===== config.mk =====
export PLATFORM = sky130hd
export DESIGN_NAME = snub_pulse_gen
export DESIGN_NICKNAME = d
export VERILOG_FILES = /design/src/rtl/snub_pkg.sv /design/src/rtl/snub_sync.sv /design/src/rtl/snub_edge.sv /design/src/rtl/snub_seq.sv /design/src/rtl/snub_pulse_gen.sv
export SDC_FILE = /design/constraint.sdc
export NUM_CORES = 1
export LEC_CHECK = 0
export BUFFER_PORTS_ARGS = -buffer_cell sky130_fd_sc_hd__buf_2
export CAP_MARGIN = 20
export CORE_AREA = 2 2 68 70
export CTS_CLUSTER_DIAMETER = 30
export CTS_CLUSTER_SIZE = 24
export DETAILED_ROUTE_END_ITERATION = 8
export DIE_AREA = 0 0 70 72
export HOLD_SLACK_MARGIN = 0.02
export PLACE_DENSITY = 0.64
export REMOVE_ABC_BUFFERS = 1
export SYNTH_ARGS = -nofsm -noshare
export SYNTH_HDL_FRONTEND = slang
export SYNTH_SLANG_ARGS = --single-unit

===== constraint.sdc =====
create_clock -name clk -period 2.5 [get_ports clk]
set_clock_uncertainty 0.2 [all_clocks]
set_input_delay 0.25 -clock clk [delete_from_list [all_inputs] [get_ports clk]]
set_output_delay 0.25 -clock clk [all_outputs]
set_load 0.1 [all_outputs]

===== src/rtl/snub_pkg.sv =====
package snub_pkg;

    // Sequencer states
    typedef enum logic [1:0] {
        ST_IDLE  = 2'd0,
        ST_DELAY = 2'd1,
        ST_ON    = 2'd2
    } snub_state_t;

    // Which PWM pair feeds the trigger
    typedef enum logic {
        SRC_PRIMARY = 1'b0,
        SRC_RECT    = 1'b1
    } snub_src_t;

    // Which edge of the pair forms the trigger
    typedef enum logic {
        EDGE_RISE = 1'b0,
        EDGE_FALL = 1'b1
    } snub_edge_t;

    // Input bit positions inside the synchronized bus
    localparam int unsigned IDX_PRI_A  = 0;
    localparam int unsigned IDX_PRI_B  = 1;
    localparam int unsigned IDX_RECT_A = 2;
    localparam int unsigned IDX_RECT_B = 3;
    localparam int unsigned NUM_PWM    = 4;

endpackage


===== src/rtl/snub_sync.sv =====
module snub_sync #(
    parameter int unsigned WIDTH  = 4,
    parameter int unsigned STAGES = 2
) (
    input  logic             clk,
    input  logic             rst_n,
    input  logic [WIDTH-1:0] async_in,
    output logic [WIDTH-1:0] sync_out
);

    logic [STAGES-1:0][WIDTH-1:0] chain_q;

    generate
        for (genvar s = 0; s < STAGES; s++) begin : g_stage
            if (s == 0) begin : g_first
                always_ff @(posedge clk or negedge rst_n) begin
                    if (!rst_n) chain_q[s] <= '0;
                    else        chain_q[s] <= async_in;
                end
            end else begin : g_next
                always_ff @(posedge clk or negedge rst_n) begin
                    if (!rst_n) chain_q[s] <= '0;
                    else        chain_q[s] <= chain_q[s-1];
                end
            end
        end
    endgenerate

    assign sync_out = chain_q[STAGES-1];

endmodule


===== src/rtl/snub_edge.sv =====
module snub_edge
    import snub_pkg::*;
(
    input  logic               clk,
    input  logic               rst_n,
    input  logic [NUM_PWM-1:0] pwm_sync,
    input  logic               src_sel,
    input  logic               edge_sel,
    output logic               trig
);

    logic [NUM_PWM-1:0] prev_q;
    logic [NUM_PWM-1:0] rise_v;
    logic [NUM_PWM-1:0] fall_v;
    logic [1:0]         pair_edges;
    logic [1:0]         pair_level;
    snub_src_t          src;
    snub_edge_t         pol;

    always_ff @(posedge clk or negedge rst_n) begin
        if (!rst_n) prev_q <= '0;
        else        prev_q <= pwm_sync;
    end

    generate
        for (genvar i = 0; i < NUM_PWM; i++) begin : g_det
            assign rise_v[i] =  pwm_sync[i] & ~prev_q[i];
            assign fall_v[i] = ~pwm_sync[i] &  prev_q[i];
        end
    endgenerate

    always_comb begin
        src = snub_src_t'(src_sel);
        pol = snub_edge_t'(edge_sel);
        unique case (src)
            SRC_PRIMARY: begin
                pair_level = {pwm_sync[IDX_PRI_B], pwm_sync[IDX_PRI_A]};
                pair_edges = (pol == EDGE_RISE)
                           ? {rise_v[IDX_PRI_B], rise_v[IDX_PRI_A]}
                           : {fall_v[IDX_PRI_B], fall_v[IDX_PRI_A]};
            end
            SRC_RECT: begin
                pair_level = {pwm_sync[IDX_RECT_B], pwm_sync[IDX_RECT_A]};
                pair_edges = (pol == EDGE_RISE)
                           ? {rise_v[IDX_RECT_B], rise_v[IDX_RECT_A]}
                           : {fall_v[IDX_RECT_B], fall_v[IDX_RECT_A]};
            end
            default: begin
                pair_level = '0;
                pair_edges = '0;
            end
        endcase
        trig = |pair_edges;
    end


    fall_level_chk: assert property (@(posedge clk) disable iff (!rst_n)
        (edge_sel && trig) |-> (pair_level != 2'b11));

endmodule


===== src/rtl/snub_seq.sv =====
module snub_seq
    import snub_pkg::*;
#(
    parameter int unsigned CNT_W = 8
) (
    input  logic             clk,
    input  logic             rst_n,
    input  logic             en,
    input  logic             trig,
    input  logic [CNT_W-1:0] dly_cfg,
    input  logic [CNT_W-1:0] wid_cfg,
    output logic             snub_out
);

    localparam logic [CNT_W-1:0] CNT_ONE  = CNT_W'(1);
    localparam logic [CNT_W-1:0] CNT_ZERO = '0;

    snub_state_t      state_q, state_n;
    logic [CNT_W-1:0] cnt_q,   cnt_n;
    logic [CNT_W-1:0] wid_q;

    // State and counter register
    always_ff @(posedge clk or negedge rst_n) begin
        if (!rst_n) begin
            state_q <= ST_IDLE;
            cnt_q   <= '0;
        end else begin
            state_q <= state_n;
            cnt_q   <= cnt_n;
        end
    end

    // Width shadow: follows the setting only while idle
    always_ff @(posedge clk or negedge rst_n) begin
        if (!rst_n)                  wid_q <= '0;
        else if (state_q == ST_IDLE) wid_q <= wid_cfg;
    end

    // Next-state logic
    always_comb begin
        state_n = state_q;
        cnt_n   = cnt_q;
        unique case (state_q)
            ST_IDLE: begin
                if (trig && (wid_cfg != CNT_ZERO)) begin
                    if (dly_cfg == CNT_ZERO) begin
                        state_n = ST_ON;
                        cnt_n   = wid_cfg - CNT_ONE;
                    end else begin
                        state_n = ST_DELAY;
                        cnt_n   = dly_cfg - CNT_ONE;
                    end
                end
            end
            ST_DELAY: begin
                if (cnt_q == CNT_ZERO) begin
                    state_n = ST_ON;
                    cnt_n   = wid_q - CNT_ONE;
                end else begin
                    cnt_n = cnt_q - CNT_ONE;
                end
            end
            ST_ON: begin
                if (cnt_q == CNT_ZERO) begin
                    state_n = ST_IDLE;
                    cnt_n   = CNT_ZERO;
                end else begin
                    cnt_n = cnt_q - CNT_ONE;
                end
            end
            default: begin
                state_n = ST_IDLE;
                cnt_n   = CNT_ZERO;
            end
        endcase
        if (!en) begin
            state_n = ST_IDLE;
            cnt_n   = CNT_ZERO;
        end
    end

    // Output decode
    always_comb begin
        snub_out = (state_q == ST_ON) && en;
    end


    disabled_idle_chk: assert property (@(posedge clk) disable iff (!rst_n)
        !en |=> (state_q == ST_IDLE));


    on_hold_chk: assert property (@(posedge clk) disable iff (!rst_n)
        (state_q == ST_ON && cnt_q != CNT_ZERO && en)
        |=> (state_q == ST_ON && cnt_q == $past(cnt_q) - CNT_ONE));


    zero_width_chk: assert property (@(posedge clk) disable iff (!rst_n)
        (state_q == ST_IDLE && trig && wid_cfg == CNT_ZERO) |=> (state_q == ST_IDLE));


    zero_delay_chk: assert property (@(posedge clk) disable iff (!rst_n)
        (state_q == ST_IDLE && en && trig && wid_cfg != CNT_ZERO && dly_cfg == CNT_ZERO)
        |=> (state_q == ST_ON));


    busy_ignore_chk: assert property (@(posedge clk) disable iff (!rst_n)
        (state_q != ST_IDLE && trig && en && cnt_q != CNT_ZERO) |=> $stable(state_q));


    width_hold_chk: assert property (@(posedge clk) disable iff (!rst_n)
        (state_q == ST_DELAY && en) |=> $stable(wid_q));

endmodule


===== src/rtl/snub_pulse_gen.sv =====
module snub_pulse_gen
    import snub_pkg::*;
#(
    parameter int unsigned CNT_W       = 8,
    parameter int unsigned SYNC_STAGES = 2
) (
    input  logic             clk,
    input  logic             rst_n,
    input  logic             en,
    input  logic             pri_a,
    input  logic             pri_b,
    input  logic             rect_a,
    input  logic             rect_b,
    input  logic             src_sel,
    input  logic             edge_sel,
    input  logic [CNT_W-1:0] dly_cfg,
    input  logic [CNT_W-1:0] wid_cfg,
    output logic             snub_out
);

    logic [NUM_PWM-1:0] pwm_raw;
    logic [NUM_PWM-1:0] pwm_sync;
    logic               trig;

    always_comb begin
        pwm_raw             = '0;
        pwm_raw[IDX_PRI_A]  = pri_a;
        pwm_raw[IDX_PRI_B]  = pri_b;
        pwm_raw[IDX_RECT_A] = rect_a;
        pwm_raw[IDX_RECT_B] = rect_b;
    end

    snub_sync #(
        .WIDTH  (NUM_PWM),
        .STAGES (SYNC_STAGES)
    ) u_sync (
        .clk      (clk),
        .rst_n    (rst_n),
        .async_in (pwm_raw),
        .sync_out (pwm_sync)
    );

    snub_edge u_edge (
        .clk      (clk),
        .rst_n    (rst_n),
        .pwm_sync (pwm_sync),
        .src_sel  (src_sel),
        .edge_sel (edge_sel),
        .trig     (trig)
    );

    snub_seq #(
        .CNT_W (CNT_W)
    ) u_seq (
        .clk      (clk),
        .rst_n    (rst_n),
        .en       (en),
        .trig     (trig),
        .dly_cfg  (dly_cfg),
        .wid_cfg  (wid_cfg),
        .snub_out (snub_out)
    );

endmodule


==> flow_summary.toml, run 1 <==
[place]
place.gp.congestion = 0.901
io_buffer_count = 25
place_hpwl_microns = 3140
place_area_sq_mm = 0.00211

[route]
drt_iter0_markers = 66
drt-pass1-iter-count = 4
detail_route.vias_per_cell = 5.48
routed_wl_microns = 4130
vias = 1577
remaining_drc_errors = 0
ant_nets = 0
wl_per_cell_microns = 14.3

[cts]
max-clock-path-buffers = 2
ctsResizeCount = 0
htree_levels = 2
clkTransAtPathRegs_ns = 0.07
cts_tree = "done"
insertion_delay_ns = 0.29
numCtsBuffers = 5
cts.sinks = 30
cts_root_buffer = "clkbuf_8"

[power_and_ir_drop]
power.density_mw_per_mm2 = 924
ir_drop_mv = 0.481
leakagePower_nw = 0.975
p_total_mw = 2.08

[sta]
fin_crit_ns = 2.26
grt_setup_unrepaired = "no"
post-route-period-util_pct = 90.4
max_freq_mhz = 442
maxSlewViolCount = 0
finalHoldViolCount = 0
slew_headroom_pct = 56.1
tightest_slew_ns = 0.659
finalSetupViolCount = 0

[logic_synthesis]
ys_warn_count = 0
synth_cell_types = 49
syn-instance-count = 191
asyncSetResetFlopFracSynth_pct = 100
avgSynthCellArea_sq_um = 9.71
seq_area_frac_synth_pct = 40.5
synth_seq_cells = 30
netlist_area_sq_mm = 0.00186
synth_edf_count = 0
ys.flop_type = "dfrtp_1"

[worst_setup_path]
cp.arrival_ns = 2.23
cp-start-kind = "primary input"
r2r_start = "u_seq.cnt_q[4]"
worstPathCellList = "buf_2 > nor4_1 > and2_1 > a21oi_1 > ha_1 > or3b_1 > or3_1 > nand4_1 > o21ai_0 > a221oi_1 > o2bb2ai_1"
worst-setup-path-type = "primary input to flop"
crit_family = "simple AND/OR/NAND/NOR gates"
reg2reg_to = "u_seq.cnt_q[1]"
critPathCaptureType = "flop"
ff2ff_path_depth = 6
cp.depth = 11
critical_path_required_ns = 2.47
critPathLaunch = "dly_cfg[2]"
reg2reg_slack_ns = 0.29
slowest_delay_ns = 0.41
cp_slowest_cell = "or3b_1"
endpoint = "u_seq.cnt_q[4]"
crit_path_max_fanout = 5
critical_path_buf_inv_count = 1

[flow_run]
cap_violations = 0

[layout]
drive_above_1_share_pct = 26.7
n_antenna_cell = 0
fin_nets = 264
area.growth.synth_to_final_pct = 21.5
final_util_pct = 52.9
finalInstanceArea_sq_mm = 0.00225

[grt]
grt_max_degree = 31
grt_pass1_wl_microns = 7100
antenna_found_initial = 0
grt_overflow_total = 0
grt_util_all_layers_pct = 17.9
grt_pass1_vias = 1476

[floorplan]
core-area_sq_mm = 0.00426
start_util_pct = 43.5
io_pins = 26
die_y_microns = 72
std_cell_rows = 24
die_x_microns = 70
dieArea_sq_mm = 0.00504

[status]
run_status = "complete, no violations"

[hold_path]
min_path_type = "primary input to flop"
## layout by cell type (no fill, tap or decap), drive strengths merged, types with 8 or more instances in the layout
master  count
xor2        8
nor3        8
o21ai       8
dfrtp      30
mux2        8
inv        12
nor2       16
buf        38
nand2      21
a21oi      10
## flip-flops by register name (all words and copies together) (netlist names)
signal / count
u_sync.chain_q: 4
u_seq.wid_q: 8
u_seq.state_q: 2
u_sync.sync_out: 4
u_seq.cnt_q: 8
u_edge.prev_q: 4
## per-layer routing
metal	GRT usage [%]	up-vias	part of all wire, %
met3	5.00	5	3.2
met2	27.6	24	49
met4	7.26	0	1.4
met5	0	-	0
li1	-	783	-
met1	23.9	765	46
## report_power, final
group	internal (mW)	switching [mW]	total, mW
combinational	0.442	0.503	0.945
clock	0.221	0.193	0.414
sequential	0.592	0.132	0.724
## worst min-delay path by stage
stage	cells past startpoint	start	end
after floorplan	0	rst_n	u_edge.prev_q[0]
after global placement	1	rst_n	u_sync.chain_q[0]
after detailed placement	1	rst_n	u_sync.sync_out[0]
after CTS	3	en	u_seq.state_q[1]
after global routing	3	en	u_seq.cnt_q[0]
final	3	en	u_seq.state_q[1]
## final cells by class
class                   count  area, sq um
fillers                   403         2010
multi-input cells         143         1030
flip-flops and latches     30          751
repair buffers             43          273
clock buffers               6         82.6
well taps                  52         65.1
inverters                  12         45.0
clock inverters             2         12.5
## synthesized netlist by cell type, drive strengths merged (5+ instances only)
| master | instances | area [sq um] |
|---|---|---|
| nor2 | 16 | 76.3 |
| mux2 | 8 | 93.8 |
| inv | 12 | 45.0 |
| nand2 | 21 | 78.8 |
| xor2 | 8 | 70.1 |
| xnor2 | 7 | 61.3 |
| o21ai | 8 | 51.3 |
| nor4 | 5 | 52.6 |
| nor3 | 8 | 40.0 |
| o2bb2ai | 7 | 67.6 |
| dfrtp | 30 | 751 |
| a21oi | 10 | 50.1 |
## cell families (layout without fill, tap and decap cells)
kind of cell               count (synthesis)  count (layout)  synth area share, %
xor gates and xnor gates                  15              15                 7.08
buffers and inverters                     18              63                 4.25
and+or+nand+nor                           69              69                 20.9
AOI/OAI and AO/OA                         45              45                 17.8
DFF                                       30              30                 40.5
muxes                                     10              10                 6.81
adders and majority gates                  4               4                 2.70
## worst min-delay path, delay by kind of cell
| family | cells | cell delay, ns |
|---|---|---|
| buf+inv | 1 | 0.12 |
| compound gates | 1 | 0.04 |
| simple gates | 1 | 0.07 |
## metrics by stage
stage | instances | worst slack (ns) | TNS [ns] | hold WS, ns
after detailed placement | 275 | -0.0380 | -0.0380 | 0.123
after global routing | 288 | 0.00569 | 0 | 0.0291
after global placement | 275 | 0.0672 | 0 | 0.119
after CTS | 288 | 0.252 | 0 | 0.0288
after floorplan | 185 | 0.119 | 0 | -0.246
final | 288 | 0.239 | 0 | 0.0274
## timing repair
item                                    CTS  global route
endpoints found under the hold margin    34             0
endpoints found under the setup margin    0             0
hold buffers                              5             0
buffers inserted                          0             0
(Power assumes the default switching activity.)
==> run 2, diff against run 1 <==
--- a/config.mk
+++ b/config.mk
@@ -7,13 +7,14 @@
 export LEC_CHECK = 0
 export BUFFER_PORTS_ARGS = -buffer_cell sky130_fd_sc_hd__buf_2
 export CAP_MARGIN = 20
-export CORE_AREA = 2 2 68 70
+export CORE_AREA = 3 3 63 65
 export CTS_CLUSTER_DIAMETER = 30
 export CTS_CLUSTER_SIZE = 24
 export DETAILED_ROUTE_END_ITERATION = 8
-export DIE_AREA = 0 0 70 72
+export DIE_AREA = 0 0 66 68
+export GPL_ROUTABILITY_DRIVEN = 0
 export HOLD_SLACK_MARGIN = 0.02
-export PLACE_DENSITY = 0.64
+export PLACE_DENSITY = 0.75
 export REMOVE_ABC_BUFFERS = 1
 export SYNTH_ARGS = -nofsm -noshare
 export SYNTH_HDL_FRONTEND = slang
==> flow_summary.toml, run 2 (same netlist as run 1, synthesis figures left out) <==
[route]
remaining_drc_errors = 0
drt-pass1-iter-count = 5
detail_route.vias_per_cell = 5.87
vias = 1690
routed_wl_microns = 4620
ant_nets = 0
drt_iter0_markers = 121
wl_per_cell_microns = 16.0

[grt]
grt_util_all_layers_pct = 23.7
grt_max_degree = 31
grt_overflow_total = 0
grt_pass1_wl_microns = 7970
antenna_found_initial = 0
grt_pass1_vias = 1692

[cts]
cts.sinks = 30
max-clock-path-buffers = 2
insertion_delay_ns = 0.33
numCtsBuffers = 5
clkTransAtPathRegs_ns = 0.10
htree_levels = 2
cts_root_buffer = "clkbuf_4"
cts_tree = "done"

[sta]
post-route-period-util_pct = 97.6
slew_headroom_pct = 56.1
grt_setup_unrepaired = "yes"
finalSetupViolCount = 0
fin_ws_ns = 0.0609
tightest_slew_ns = 0.658
finalHoldViolCount = 0
max_freq_mhz = 410
fin_crit_ns = 2.44
maxSlewViolCount = 0

[worst_setup_path]
critPathCaptureType = "flop"
slowest_delay_ns = 0.54
cp_slowest_cell = "dlygate4sd3_1"
worst-setup-path-type = "primary input to flop"
cp.arrival_ns = 2.45
crit_path_max_fanout = 4
critical_path_required_ns = 2.51
cp-start-kind = "primary input"
worstPathCellList = "dlygate4sd3_1 > buf_4 > a21oi_2 > ha_2 > or3b_4 > or3_1 > nand4_1 > o21ai_0 > a221oi_1 > o2bb2ai_1"

[floorplan]
die_y_microns = 68
start_util_pct = 54.7
core-area_sq_mm = 0.00339
io_pins = 26
die_x_microns = 66
std_cell_rows = 21
dieArea_sq_mm = 0.00449

[layout]
fin_nets = 270
n_antenna_cell = 0
area.growth.synth_to_final_pct = 23.7
drive_above_1_share_pct = 27.3
layout_commonest_cell = "dfrtp_1"
finalInstanceArea_sq_mm = 0.00230
register_area_sq_um = 751
fillers = 249
multi_input_area_sq_mm = 0.00104
layout_common_cells = "30 x dfrtp_1, 24 x buf_2, 21 x nand2_1, 15 x nor2_1, 13 x buf_4"
reg_top3 = "u_seq.cnt_q (8), u_seq.wid_q (8)"

[place]
place_ws_ns = -0.0507
place_area_sq_mm = 0.00209
io_buffer_count = 25
place_hpwl_microns = 3340

[flow_run]
cap_violations = 0

[hold_path]
min_path_type = "primary input to flop"

[power_and_ir_drop]
leakagePower_nw = 0.989
power.density_mw_per_mm2 = 886
ir_drop_mv = 0.479

[status]
run_status = "complete, no violations"
-- run 2: timing repair --
action | in CTS | in global routing
setup endpoints to repair | 0 | 3
buffers inserted | 0 | 1
gates resized for setup | 0 | 5
hold buffers | 12 | 0
endpoints found under the hold margin | 42 | 0
-- run 2: final cells by class --
cell class / count / share of cell area, %
clock buffers: 6 / 2.23
clock inverters: 2 / 0.545
inverters: 12 / 1.96
multi-input cells: 143 / 45.3
flip-flops and latches: 30 / 32.7
well taps: 46 / 2.51
repair buffers: 49 / 14.7
-- run 2: worst max-delay path, delay by kind of cell --
| family | cells | cell delay, ns |
|---|---|---|
| and+or+nand+nor | 3 | 0.82 |
| adders and majority gates | 1 | 0.19 |
| buffers and inverters | 2 | 0.69 |
| AOI/OAI and AO/OA | 4 | 0.51 |
-- run 2: worst paths after layout --
kind	from	depth (start not counted)	end	slack, ns
max in group asynchronous	rst_n	2	u_seq.cnt_q[4]	1.40
worst max-delay path	wid_cfg[1]	10	u_seq.cnt_q[4]	0.06
worst min-delay path	wid_cfg[6]	2	u_seq.wid_q[6]	0.07
worst min register to register	u_sync.chain_q[1]	0	u_sync.sync_out[1]	0.15
min in group asynchronous	rst_n	2	u_edge.prev_q[1]	0.27
worst max register to register	u_seq.cnt_q[0]	8	u_seq.cnt_q[3]	0.29
-- run 2: metrics by stage --
step	hold slack [ns]	TNS, ns	instances	util (%)	total power [mW]
2_1_floorplan	-0.246	0	185	-	1.38
3_3_place_gp	0.101	0	267	61.6	1.64
3_5_place_dp	0.114	-0.0577	267	61.6	1.67
4_1_cts	0.0583	0	287	67.0	2.01
5_1_grt	0.0692	-0.0731	288	67.7	2.19
6_report	0.0672	0	288	67.7	2.03
-- run 2: layer usage --
layer  global-route usage (%)  part of all wire (%)  vias up
met1                     29.8                    40      813
met4                     11.9                   3.2        0
li1                         -                     -      798
met3                     5.09                   6.4       13
met5                        0                     0        -
met2                     38.8                    50       66
-- run 2: power breakdown --
| part | switching, mW | internal [mW] |
|---|---|---|
| Clock | 0.173 | 0.135 |
| Sequential | 0.142 | 0.591 |
| Combinational | 0.539 | 0.454 |
| Total | 0.854 | 1.18 |
==> run 3, diff against run 2 <==
--- a/config.mk
+++ b/config.mk
@@ -7,14 +7,16 @@
 export LEC_CHECK = 0
 export BUFFER_PORTS_ARGS = -buffer_cell sky130_fd_sc_hd__buf_2
 export CAP_MARGIN = 20
-export CORE_AREA = 3 3 63 65
+export CELL_PAD_IN_SITES_DETAIL_PLACEMENT = 1
+export CELL_PAD_IN_SITES_GLOBAL_PLACEMENT = 2
+export CORE_AREA = 3 3 76 78
 export CTS_CLUSTER_DIAMETER = 30
 export CTS_CLUSTER_SIZE = 24
 export DETAILED_ROUTE_END_ITERATION = 8
-export DIE_AREA = 0 0 66 68
+export DIE_AREA = 0 0 79 81
 export GPL_ROUTABILITY_DRIVEN = 0
 export HOLD_SLACK_MARGIN = 0.02
-export PLACE_DENSITY = 0.75
+export PLACE_DENSITY = 0.79
 export REMOVE_ABC_BUFFERS = 1
 export SYNTH_ARGS = -nofsm -noshare
 export SYNTH_HDL_FRONTEND = slang
==> flow_summary.toml, run 3 (same netlist as run 1, synthesis figures left out) <==
[status]
run_status = "complete, no violations"

[sta]
grt_setup_unrepaired = "no"
post-route-period-util_pct = 92.3
finalHoldViolCount = 0
tightest_slew_ns = 0.653
fin_crit_ns = 2.31
finalSetupViolCount = 0
maxSlewViolCount = 0
fin_ws_ns = 0.193
max_freq_mhz = 433
slew_headroom_pct = 56.5

[layout]
n_antenna_cell = 0
finalInstanceArea_sq_mm = 0.00235
fin_nets = 267
drive_above_1_share_pct = 27.6
final_util_pct = 45.7
fillers = 639
area.growth.synth_to_final_pct = 26.5
layout_commonest_cell = "dfrtp_1"
reg_top3 = "u_seq.cnt_q (8), u_seq.wid_q (8)"
layout_common_cells = "30 x dfrtp_1, 25 x buf_2, 21 x nand2_1, 16 x buf_4, 15 x nor2_1"

[route]
routed_wl_microns = 5020
ant_nets = 0
wl_per_cell_microns = 16.2
detail_route.vias_per_cell = 5.25
drt-pass1-iter-count = 4
vias = 1621
drt_iter0_markers = 52
remaining_drc_errors = 0

[worst_setup_path]
worstPathCellList = "buf_2 > nor4_1 > and2_1 > a21oi_1 > ha_1 > or3b_1 > or3_1 > nand4_1 > o21ai_0 > a221oi_1 > o2bb2ai_1"
cp-start-kind = "primary input"
critical_path_required_ns = 2.47
cp.arrival_ns = 2.28
slowest_delay_ns = 0.41
cp_slowest_cell = "or3b_1"
crit_path_max_fanout = 4
worst-setup-path-type = "primary input to flop"
critPathCaptureType = "flop"

[hold_path]
min_path_type = "primary input to flop"

[grt]
grt_util_all_layers_pct = 17.6
globalRouteMet2Util_pct = 29.2
grt_pass1_wl_microns = 8630
grt-busiest-layer = "met2"
antenna_found_initial = 0
grt_max_degree = 31
grt_pass1_vias = 1704
grt_overflow_total = 0
use_met3_pct = 3.99
met1_usage_pct = 23.5

[cts]
cts.sinks = 30
cts_root_buffer = "clkbuf_8"
max-clock-path-buffers = 2
numCtsBuffers = 5
insertion_delay_ns = 0.29
cts_tree = "done"
ctsResizeCount = 0
clkTransAtPathRegs_ns = 0.07
htree_levels = 2
cts_setup_buffers = 0

[power_and_ir_drop]
pwr-share-comb_pct = 42.7
power.density_mw_per_mm2 = 997
p_total_mw = 2.34
ir_drop_mv = 0.433
seqPwrFrac_pct = 30.9
swShare_pct = 37.3
clkPwrFrac_pct = 26.4
power_switching_mw = 0.874
p_int_mw = 1.47
leakagePower_nw = 1.01

[place]
place_area_sq_mm = 0.00215
place_ws_ns = -0.0885
io_buffer_count = 25
place_hpwl_microns = 3840

[flow_run]
cap_violations = 0

[floorplan]
io_pins = 26
start_util_pct = 36.1
dieArea_sq_mm = 0.00640
core-area_sq_mm = 0.00514
std_cell_rows = 26
die_x_microns = 79
die_y_microns = 81
run 3: power groups by stage:
stage	clock, mW	combinational, mW	sequential, mW
floorplan	0	0.685	0.698
global placement	0	0.968	0.727
detailed placement	0	0.976	0.730
CTS	0.637	1.00	0.722
global route	0.656	1.13	0.745
finish	0.618	0.998	0.724
run 3: critical path, delay by kind of cell:
kind | cells | cell delay, ns
simple gates | 5 | 1.06
compound gates | 4 | 0.64
fa+ha+maj | 1 | 0.22
buf+inv | 1 | 0.09
run 3: per-layer routing:
layer	part of all wire, %	vias to the layer above
li1	-	790
met1	46	803
met2	50	22
met3	2.9	6
met4	0.80	0
met5	0	-
run 3: timing repair:
action / 4_1_cts / 5_1_grt
endpoints found under the setup margin: 0 / 0
hold endpoints to repair: 34 / 0
hold buffers: 5 / 0
run 3: final timing paths:
kind,startpoint,endpoint,slack [ns],depth (start not counted)
max,dly_cfg[6],u_seq.cnt_q[4],0.19,11
min,en,u_seq.cnt_q[0],0.04,3
max reg2reg,u_seq.cnt_q[4],u_seq.cnt_q[1],0.21,6
min reg2reg,u_sync.chain_q[0],u_sync.sync_out[0],0.15,0
max in group asynchronous,rst_n,u_seq.wid_q[5],1.33,2
min in group asynchronous,rst_n,u_seq.cnt_q[4],0.34,2
run 3: stage by stage:
| stage | std cells | hold slack, ns | TNS, ns |
|---|---|---|---|
| after global placement | 296 | 0.125 | -0.0311 |
| after CTS | 309 | 0.0224 | 0 |
| final | 309 | 0.0367 | 0 |
| after floorplan | 185 | -0.246 | 0 |
| after detailed placement | 296 | 0.123 | -0.0885 |
| after global routing | 309 | 0.0412 | 0 |
run 3: cell type report:
type | instances | area (sq um) | share of cell area (%)
Clock inverter | 2 | 60.1 | 2.56
Timing Repair Buffer | 46 | 295 | 12.6
Sequential cell | 30 | 751 | 32.0
Tap cell | 70 | 87.6 | 3.73
Inverter | 12 | 45.0 | 1.92
Clock buffer | 6 | 82.6 | 3.52
Multi-Input combinational cell | 143 | 1030 | 43.7
